--- src/rtl/rtc_sat_pkg.sv ---
package rtc_sat_pkg;

  typedef enum logic [1:0] {
    SEL_CTRL = 2'd0,
    SEL_STAT = 2'd1,
    SEL_LO   = 2'd2,
    SEL_HI   = 2'd3
  } reg_sel_e;

endpackage

--- src/rtl/rtc_sat_counter.sv ---
module rtc_sat_counter #(
  parameter int CNT_W  = 47,
  parameter int LO_W   = 32,
  localparam int HI_W  = CNT_W - LO_W
) (
  input  logic             clk,
  input  logic             rst,
  input  logic             tick,
  input  logic             run,
  input  logic             ld_lo,
  input  logic             ld_hi,
  input  logic [LO_W-1:0]  ld_data,
  output logic [CNT_W-1:0] value,
  output logic             at_max
);

  logic [CNT_W-1:0] cnt_q;
  logic [CNT_W-1:0] cnt_inc;
  logic             step;

  assign at_max  = &cnt_q;
  assign step    = run && tick && !at_max;
  assign cnt_inc = cnt_q + {{(CNT_W-1){1'b0}}, 1'b1};

  always_ff @(posedge clk) begin
    if (rst) begin
      cnt_q <= '0;
    end else if (step) begin
      cnt_q <= cnt_inc;
    end else begin
      if (ld_lo) cnt_q[LO_W-1:0]     <= ld_data;
      if (ld_hi) cnt_q[CNT_W-1:LO_W] <= ld_data[HI_W-1:0];
    end
  end

  assign value = cnt_q;

endmodule

--- src/rtl/rtc_sat_regs.sv ---
module rtc_sat_regs #(
  parameter int CNT_W  = 47,
  parameter int LO_W   = 32,
  parameter int DATA_W = 32,
  parameter int ADDR_W = 2,
  localparam int HI_W  = CNT_W - LO_W
) (
  input  logic              clk,
  input  logic              rst,
  input  logic              req_valid,
  input  logic              req_write,
  input  logic [ADDR_W-1:0] req_addr,
  input  logic [1:0]        wr_bits,
  input  logic [CNT_W-1:0]  cnt,
  input  logic              at_max,
  output logic              run,
  output logic              irq_en,
  output logic              flag,
  output logic              ld_lo,
  output logic              ld_hi,
  output logic              rsp_valid,
  output logic [DATA_W-1:0] rsp_data
);
  import rtc_sat_pkg::*;

  reg_sel_e          sel;
  logic              rd_fire, wr_fire, clr_req;
  logic              run_q, ien_q, flag_q;
  logic [HI_W-1:0]   shadow_q;
  logic              rsp_valid_q;
  logic [DATA_W-1:0] rsp_data_q, rd_mux;

  assign sel     = reg_sel_e'(req_addr);
  assign rd_fire = req_valid && !req_write;
  assign wr_fire = req_valid && req_write;
  assign clr_req = wr_fire && (sel == SEL_STAT) && wr_bits[0];
  assign ld_lo   = wr_fire && (sel == SEL_LO) && !run_q;
  assign ld_hi   = wr_fire && (sel == SEL_HI) && !run_q;

  always_comb begin
    rd_mux = '0;
    case (sel)
      SEL_CTRL: rd_mux[1:0]      = {ien_q, run_q};
      SEL_STAT: rd_mux[0]        = flag_q;
      SEL_LO:   rd_mux[LO_W-1:0] = cnt[LO_W-1:0];
      SEL_HI:   rd_mux[HI_W-1:0] = shadow_q;
      default:  rd_mux           = '0;
    endcase
  end

  always_ff @(posedge clk) begin
    if (rst) begin
      run_q       <= 1'b0;
      ien_q       <= 1'b0;
      flag_q      <= 1'b0;
      shadow_q    <= '0;
      rsp_valid_q <= 1'b0;
      rsp_data_q  <= '0;
    end else begin
      if (wr_fire && sel == SEL_CTRL) begin
        run_q <= wr_bits[0];
        ien_q <= wr_bits[1];
      end
      flag_q      <= at_max || (flag_q && !clr_req);
      rsp_valid_q <= rd_fire;
      if (rd_fire) begin
        rsp_data_q <= rd_mux;
        if (sel == SEL_LO) shadow_q <= cnt[CNT_W-1:LO_W];
      end
    end
  end

  assign run       = run_q;
  assign irq_en    = ien_q;
  assign flag      = flag_q;
  assign rsp_valid = rsp_valid_q;
  assign rsp_data  = rsp_data_q;

endmodule

--- src/rtl/rtc_sat_top.sv ---
module rtc_sat_top #(
  parameter int CNT_W  = 47,
  parameter int LO_W   = 32,
  parameter int DATA_W = 32,
  parameter int ADDR_W = 2
) (
  input  logic              clk,
  input  logic              rst,
  input  logic              tick_en,
  input  logic              req_valid,
  output logic              req_ready,
  input  logic              req_write,
  input  logic [ADDR_W-1:0] req_addr,
  input  logic [DATA_W-1:0] req_wdata,
  output logic              rsp_valid,
  output logic [DATA_W-1:0] rsp_data,
  output logic              violation,
  output logic              irq
);

  logic [CNT_W-1:0] cnt_val;
  logic             at_max, run, irq_en, flag, ld_lo, ld_hi;

  assign req_ready = 1'b1;

  rtc_sat_counter #(.CNT_W(CNT_W), .LO_W(LO_W)) counter_i (
    .clk     (clk),
    .rst     (rst),
    .tick    (tick_en),
    .run     (run),
    .ld_lo   (ld_lo),
    .ld_hi   (ld_hi),
    .ld_data (req_wdata[LO_W-1:0]),
    .value   (cnt_val),
    .at_max  (at_max)
  );

  rtc_sat_regs #(.CNT_W(CNT_W), .LO_W(LO_W), .DATA_W(DATA_W), .ADDR_W(ADDR_W)) regs_i (
    .clk       (clk),
    .rst       (rst),
    .req_valid (req_valid),
    .req_write (req_write),
    .req_addr  (req_addr),
    .wr_bits   (req_wdata[1:0]),
    .cnt       (cnt_val),
    .at_max    (at_max),
    .run       (run),
    .irq_en    (irq_en),
    .flag      (flag),
    .ld_lo     (ld_lo),
    .ld_hi     (ld_hi),
    .rsp_valid (rsp_valid),
    .rsp_data  (rsp_data)
  );

  assign violation = flag;
  assign irq       = flag && irq_en;

endmodule

--- config.mk ---
export PLATFORM = sky130hd
export DESIGN_NAME = rtc_sat_top
export DESIGN_NICKNAME = d
export VERILOG_FILES = /design/src/rtl/rtc_sat_pkg.sv /design/src/rtl/rtc_sat_counter.sv /design/src/rtl/rtc_sat_regs.sv /design/src/rtl/rtc_sat_top.sv
export SDC_FILE = /design/constraint.sdc
export NUM_CORES = 1
export LEC_CHECK = 0
export BUFFER_PORTS_ARGS = -buffer_cell sky130_fd_sc_hd__buf_2
export CORE_ASPECT_RATIO = 0.5
export CORE_MARGIN = 1
export CORE_UTILIZATION = 57
export CTS_CLUSTER_SIZE = 24
export DETAILED_ROUTE_END_ITERATION = 8
export PLACE_DENSITY = 0.8
export SLEW_MARGIN = 5
export SYNTH_ARGS = -nofsm -noshare
export SYNTH_HDL_FRONTEND = slang
export SYNTH_SLANG_ARGS = --single-unit
--- constraint.sdc ---
create_clock -name clk -period 3.15 [get_ports clk]
set_input_delay 0.315 -clock clk [delete_from_list [all_inputs] [get_ports clk]]
set_output_delay 0.315 -clock clk [all_outputs]
set_load 0.02 [all_outputs]
; Word-level counts from Yosys, hierarchy flattened
; Index checks and enable logic that the tools add are counted.
[word_totals]
reg_bits = 98
inputBits = 39
output_inout_bits = 36
[classes]
reduce_logical = 23
eq_ne = 3
add_sub_neg = 1
n_mux = 7
[ops]
columns = operator, count
row1 = $add 47x1->47 const B, 1
row2 = $mux 47, 1
row3 = $reduce_and 47->1, 1
row4 = $mux 32, 1
row5 = $pmux 13 s2, 1
row6 = $mux 17, 1
row7 = $mux 15, 1
row8 = $logic_and 1x1->1, 13
row9 = $eq 2x2->1 const B, 2
row10 = $logic_not 1->1, 4
row11 = $pmux 1 s4, 1
row12 = $reduce_bool 2->1, 2
row13 = $pmux 1 s3, 1
row14 = $eq 2x1->1 const B, 1
row15 = $logic_not 2->1, 1
row16 = $reduce_and 2->1, 1
row17 = $logic_or 1x1->1, 1

; Logic depth before layout (Yosys ltp)
[depth]
word_depth = 6
depth_mapped = 9

; By module
; From an unflattened synthesis, not the netlist that was laid out.
[hier_totals]
cells_unflattened = 635
hier_area_um2 = 5217.5
[modules_own_cells]
columns = mod, cells_per_inst, instances, area_each_um2
row1 = rtc_sat_counter, 428, 1, 3235.6
row2 = rtc_sat_regs, 204, 1, 1964.4
row3 = rtc_sat_top, 3, 1, 17.5

; Worst setup path after synthesis
; No wires, ideal clock.
[synth_path]
kind = register to register
from = register counter_i.cnt_q[0], in the netlist counter_i.value[0]
to = register counter_i.cnt_q[30], in the netlist counter_i.value[30]
required_ps = 3080
stages_incl_launch_ff = 9
arrival_ps = 2329
path_slack_ps = 751
path_cell_list = dfxtp_1 ha_1 and4_2 nand4_1 or4b_4 buf_6 nand4_1 mux2_2 a21oi_1
[synth_via]
elab_chain_len = 4
[synth_lines]
columns = element, line_no
row1 = start: declaration, rtc_sat_counter.sv:17  ; logic [CNT_W-1:0] cnt_q;
row2 = start signal: assignment, rtc_sat_counter.sv:29  ; cnt_q <= cnt_inc;
row3 = start signal: indexed assignment, rtc_sat_counter.sv:31  ; if (ld_lo) cnt_q[LO_W-1:0] <= ld_data;
row4 = start signal: indexed assignment, rtc_sat_counter.sv:32  ; if (ld_hi) cnt_q[CNT_W-1:LO_W] <= ld_data[HI_W-1:0];
row5 = branches (longest 4 deep; another with $add 47x1->47), -
; Several ways; the timed one is not identified.
; A chain may end at the register's enable or synchronous reset.

; Worst setup path after layout
[layout_path]
from = register counter_i.cnt_q[0], in the netlist counter_i.value[0]
to = register counter_i.cnt_q[16], in the netlist counter_i.value[16]
; The elaborated chain is that of the path after synthesis.

==> summary.txt <==
Outcome - completed
Register area share after synthesis - 39.94%
Detailed-router iteration count before antenna repair - 5
Setup Fix Bufs, Post-CTS - 0
Clock Tree Buf Depth - 2
RR Endpoint - counter_i.value[16]
Post-synthesis cell area - 0.004912 mm^2
Final ANT Viol Nets - 0
Worst-Skew Late Latency - 0.35 ns
Synth top area share - 39.94%
WL final - 14.68 mm
WS Path Type - register to register
Hold buffer count at cts - 0
Via-to-Cell Ratio - 6.516
DRT iter0 DRCs - 564
Post-synth top flop - dfxtp_1
Pin count of the biggest net entering global routing - 93
Vias in the first global route - 4229
Top-count cell post-synth - dfxtp_1
Rows - 23
CP Buf/Inv Count - 0
Peak supply drop - 0.0002601 V
Layout Nets - 696
Top delay family on crit path - simple AND/OR/NAND/NOR gates
Element type at the critical path start - register
Number of synthesized flops with an enable pin - 0
Ranking of synthesized cells by area - dfxtp_1 (40%), nand2_1 (7.3%), a21oi_1 (5.5%), a22oi_1 (4.9%), nor2_1 (3.7%)
Pre-CTS setup slack - 0.3747 ns
Slowest CP cell - or4b_4
Hold Crit Class - input pin to register
R2R setup slack - 0.27 ns
R2R cell count - 7
Cts bufs inserted - 9
Number of top-level pins - 75
Number of distinct library cells after synthesis - 65
Via Count - 5037
Power Dens Cells - 482.9 mW/mm^2
Ys Warns - 0
H-tree levels - 3
Peak Freq - 0.3467 GHz
Dpl hpwl - 10.11 mm
Critical Path End Type - register
PortBufs - 73
Final setup vio count - 0
Core ar. - 0.008173 mm^2
First-pass GRT wire length - 22.59 mm
Die W - 133.3 um
Ys async rst share - 0%
Worst Path Max Fanout - 12
Slew Limit Fails - 0
Initial core utilization - 60.10%
End point of the critical path - counter_i.value[16]
Worst Skew - 0.006195 ns
Gpl congestion - 0.9391
Global route total overflow - 0
Post-layout min period - 2.885 ns
Final period util - 91.57%
CTS root buf - clkbuf_16
GRT Util Overall - 33.13%
Clock-pin slew on the worst setup and hold paths - 0.07 ns
Syn Nets - 644
Worst R2R Start - counter_i.value[0]
Max cap viols - 0
Worst Hold Launch - req_wdata[30]
Wirelength per Cell - 19.00 um
LEAKAGE - 0.001965 uW
Share of layout cells above drive strength 1 - 20.73%
Antenna fix cells - 0
CTS tree - done
CP cell instances - ha_1, and4_2, nand4_1, or4b_4, nand2_1, o311ai_0, a21oi_1
Top cells by instance count after synthesis - dfxtp_1 (98), nand2_1 (95), a21oi_1 (54)
Slew headroom - 34.37%
Die Y - 67.65 um
Post-Synthesis Cells - 604
Worst Tran Pin Value - 0.9845 ns
Mean Syn Cell Area - 8.133 um^2
Stages on worst setup path - 7
DRC - 0
Number of hold violations in the final report - 0
Clock sink total - 98
Setup TNS - 0 ns
Post_cts resized - 0
Critical Path Max Stage Delay - 0.70 ns
Worst path required time - 3.42 ns
Final worst slack - 0.2654 ns
Critical Path Start - counter_i.value[0]
Largest area contributor in the netlist - dfxtp_1
Initial antenna violation count - 0
Area grow syn2layout - 14.75%
Die Area - 0.009016 mm^2
CP Data Arrival Time - 3.15 ns
RSZ-0062 raised after global routing - no
Seq cells post-synth - 98
## state kept, by name (all words and copies together) (netlist names)
register          count
regs_i.shadow_q      15
counter_i.value      47
regs_i.irq_en         1
regs_i.flag           1
regs_i.run            1
regs_i.rsp_data      32
regs_i.rsp_valid      1
## logic make-up (layout without fill, tap and decap cells)
logic type	count (synthesis)	count (layout)	share of synthesized area (%)
compound gates	166	166	22.36
fa+ha+maj	1	1	0.2547
buf+inv	52	109	5.552
flops	98	98	39.94
mux	19	19	4.457
other cells	1	1	0.07634
simple gates	267	267	27.36
## cell usage in the layout, fill, tap and decap left out, drive strengths merged, types with 5 or more instances in the layout
| master | n |
|---|---|
| mux2 | 13 |
| a21oi | 55 |
| nand4 | 20 |
| nor4 | 14 |
| or4 | 7 |
| o21ai | 14 |
| mux2i | 5 |
| a211oi | 5 |
| and3 | 10 |
| a32oi | 6 |
| o211ai | 11 |
| inv | 6 |
| clkbuf | 10 |
| dfxtp | 98 |
| o22ai | 7 |
| buf | 86 |
| and2 | 6 |
| a31oi | 11 |
| nor3 | 19 |
| or3 | 11 |
| a22oi | 32 |
| nor2 | 48 |
| nand3 | 20 |
| nand2 | 95 |
## tightest hold or removal path, cell delays in order
cell and delay [ns]:
buf_2 0.09, nand2_1 0.04, a21oi_1 0.05
## power breakdown
part | internal [uW] | total (uW) | switching (uW) | leakage [uW]
clock network | 799 | 1290 | 489 | 0.000165
registers | 1260 | 1280 | 25.7 | 0.000792
logic | 51.4 | 153 | 102 | 0.00101
## through the flow
stage | hold slack [ns] | power [uW] | cells | util [%] | cell area [um^2]
4_1_cts | 0.1961 | 2719 | 773 | 68.97 | 5637
6_report | 0.2026 | 2722 | 773 | 68.97 | 5637
3_5_place_dp | 0.4449 | 1456 | 757 | 64.65 | 5284
2_1_floorplan | 0.4302 | 1396 | 604 | - | 4912
5_1_grt | 0.2184 | 2791 | 773 | 68.97 | 5637
3_3_place_gp | 0.4386 | 1456 | 757 | 64.65 | 5284
## layout make-up
class | count | area (um^2)
Fill cell | 701 | 2536
Clock inverter | 6 | 113.9
Clock buffer | 10 | 239.0
Inverter | 7 | 26.28
Tap cell | 112 | 140.1
Sequential cell | 98 | 1962
Multi-Input combinational cell | 454 | 2693
Timing Repair Buffer | 86 | 462.9
## layer usage
layer | GRT usage, % | share of wire (%) | wire, um | vias up
met2 | 49.41 | 41 | 6016 | 304
met4 | 8.949 | 1.9 | 286 | 0
met5 | 0 | 0 | 0 | -
met3 | 8.934 | 11 | 1585 | 35
met1 | 47.01 | 46 | 6796 | 2354
li1 | - | - | - | 2344
## how the worst min path moves through the flow
stage	endpoint	slack (ns)	depth (start not counted)
floorplan	regs_i.shadow_q[10]	0.43	2
global placement	regs_i.shadow_q[8]	0.44	2
detailed placement	regs_i.shadow_q[6]	0.44	2
CTS	counter_i.value[30]	0.20	3
global route	counter_i.value[15]	0.22	3
finish	counter_i.value[30]	0.20	3
Note: power is estimated with default switching activity, not from simulation.
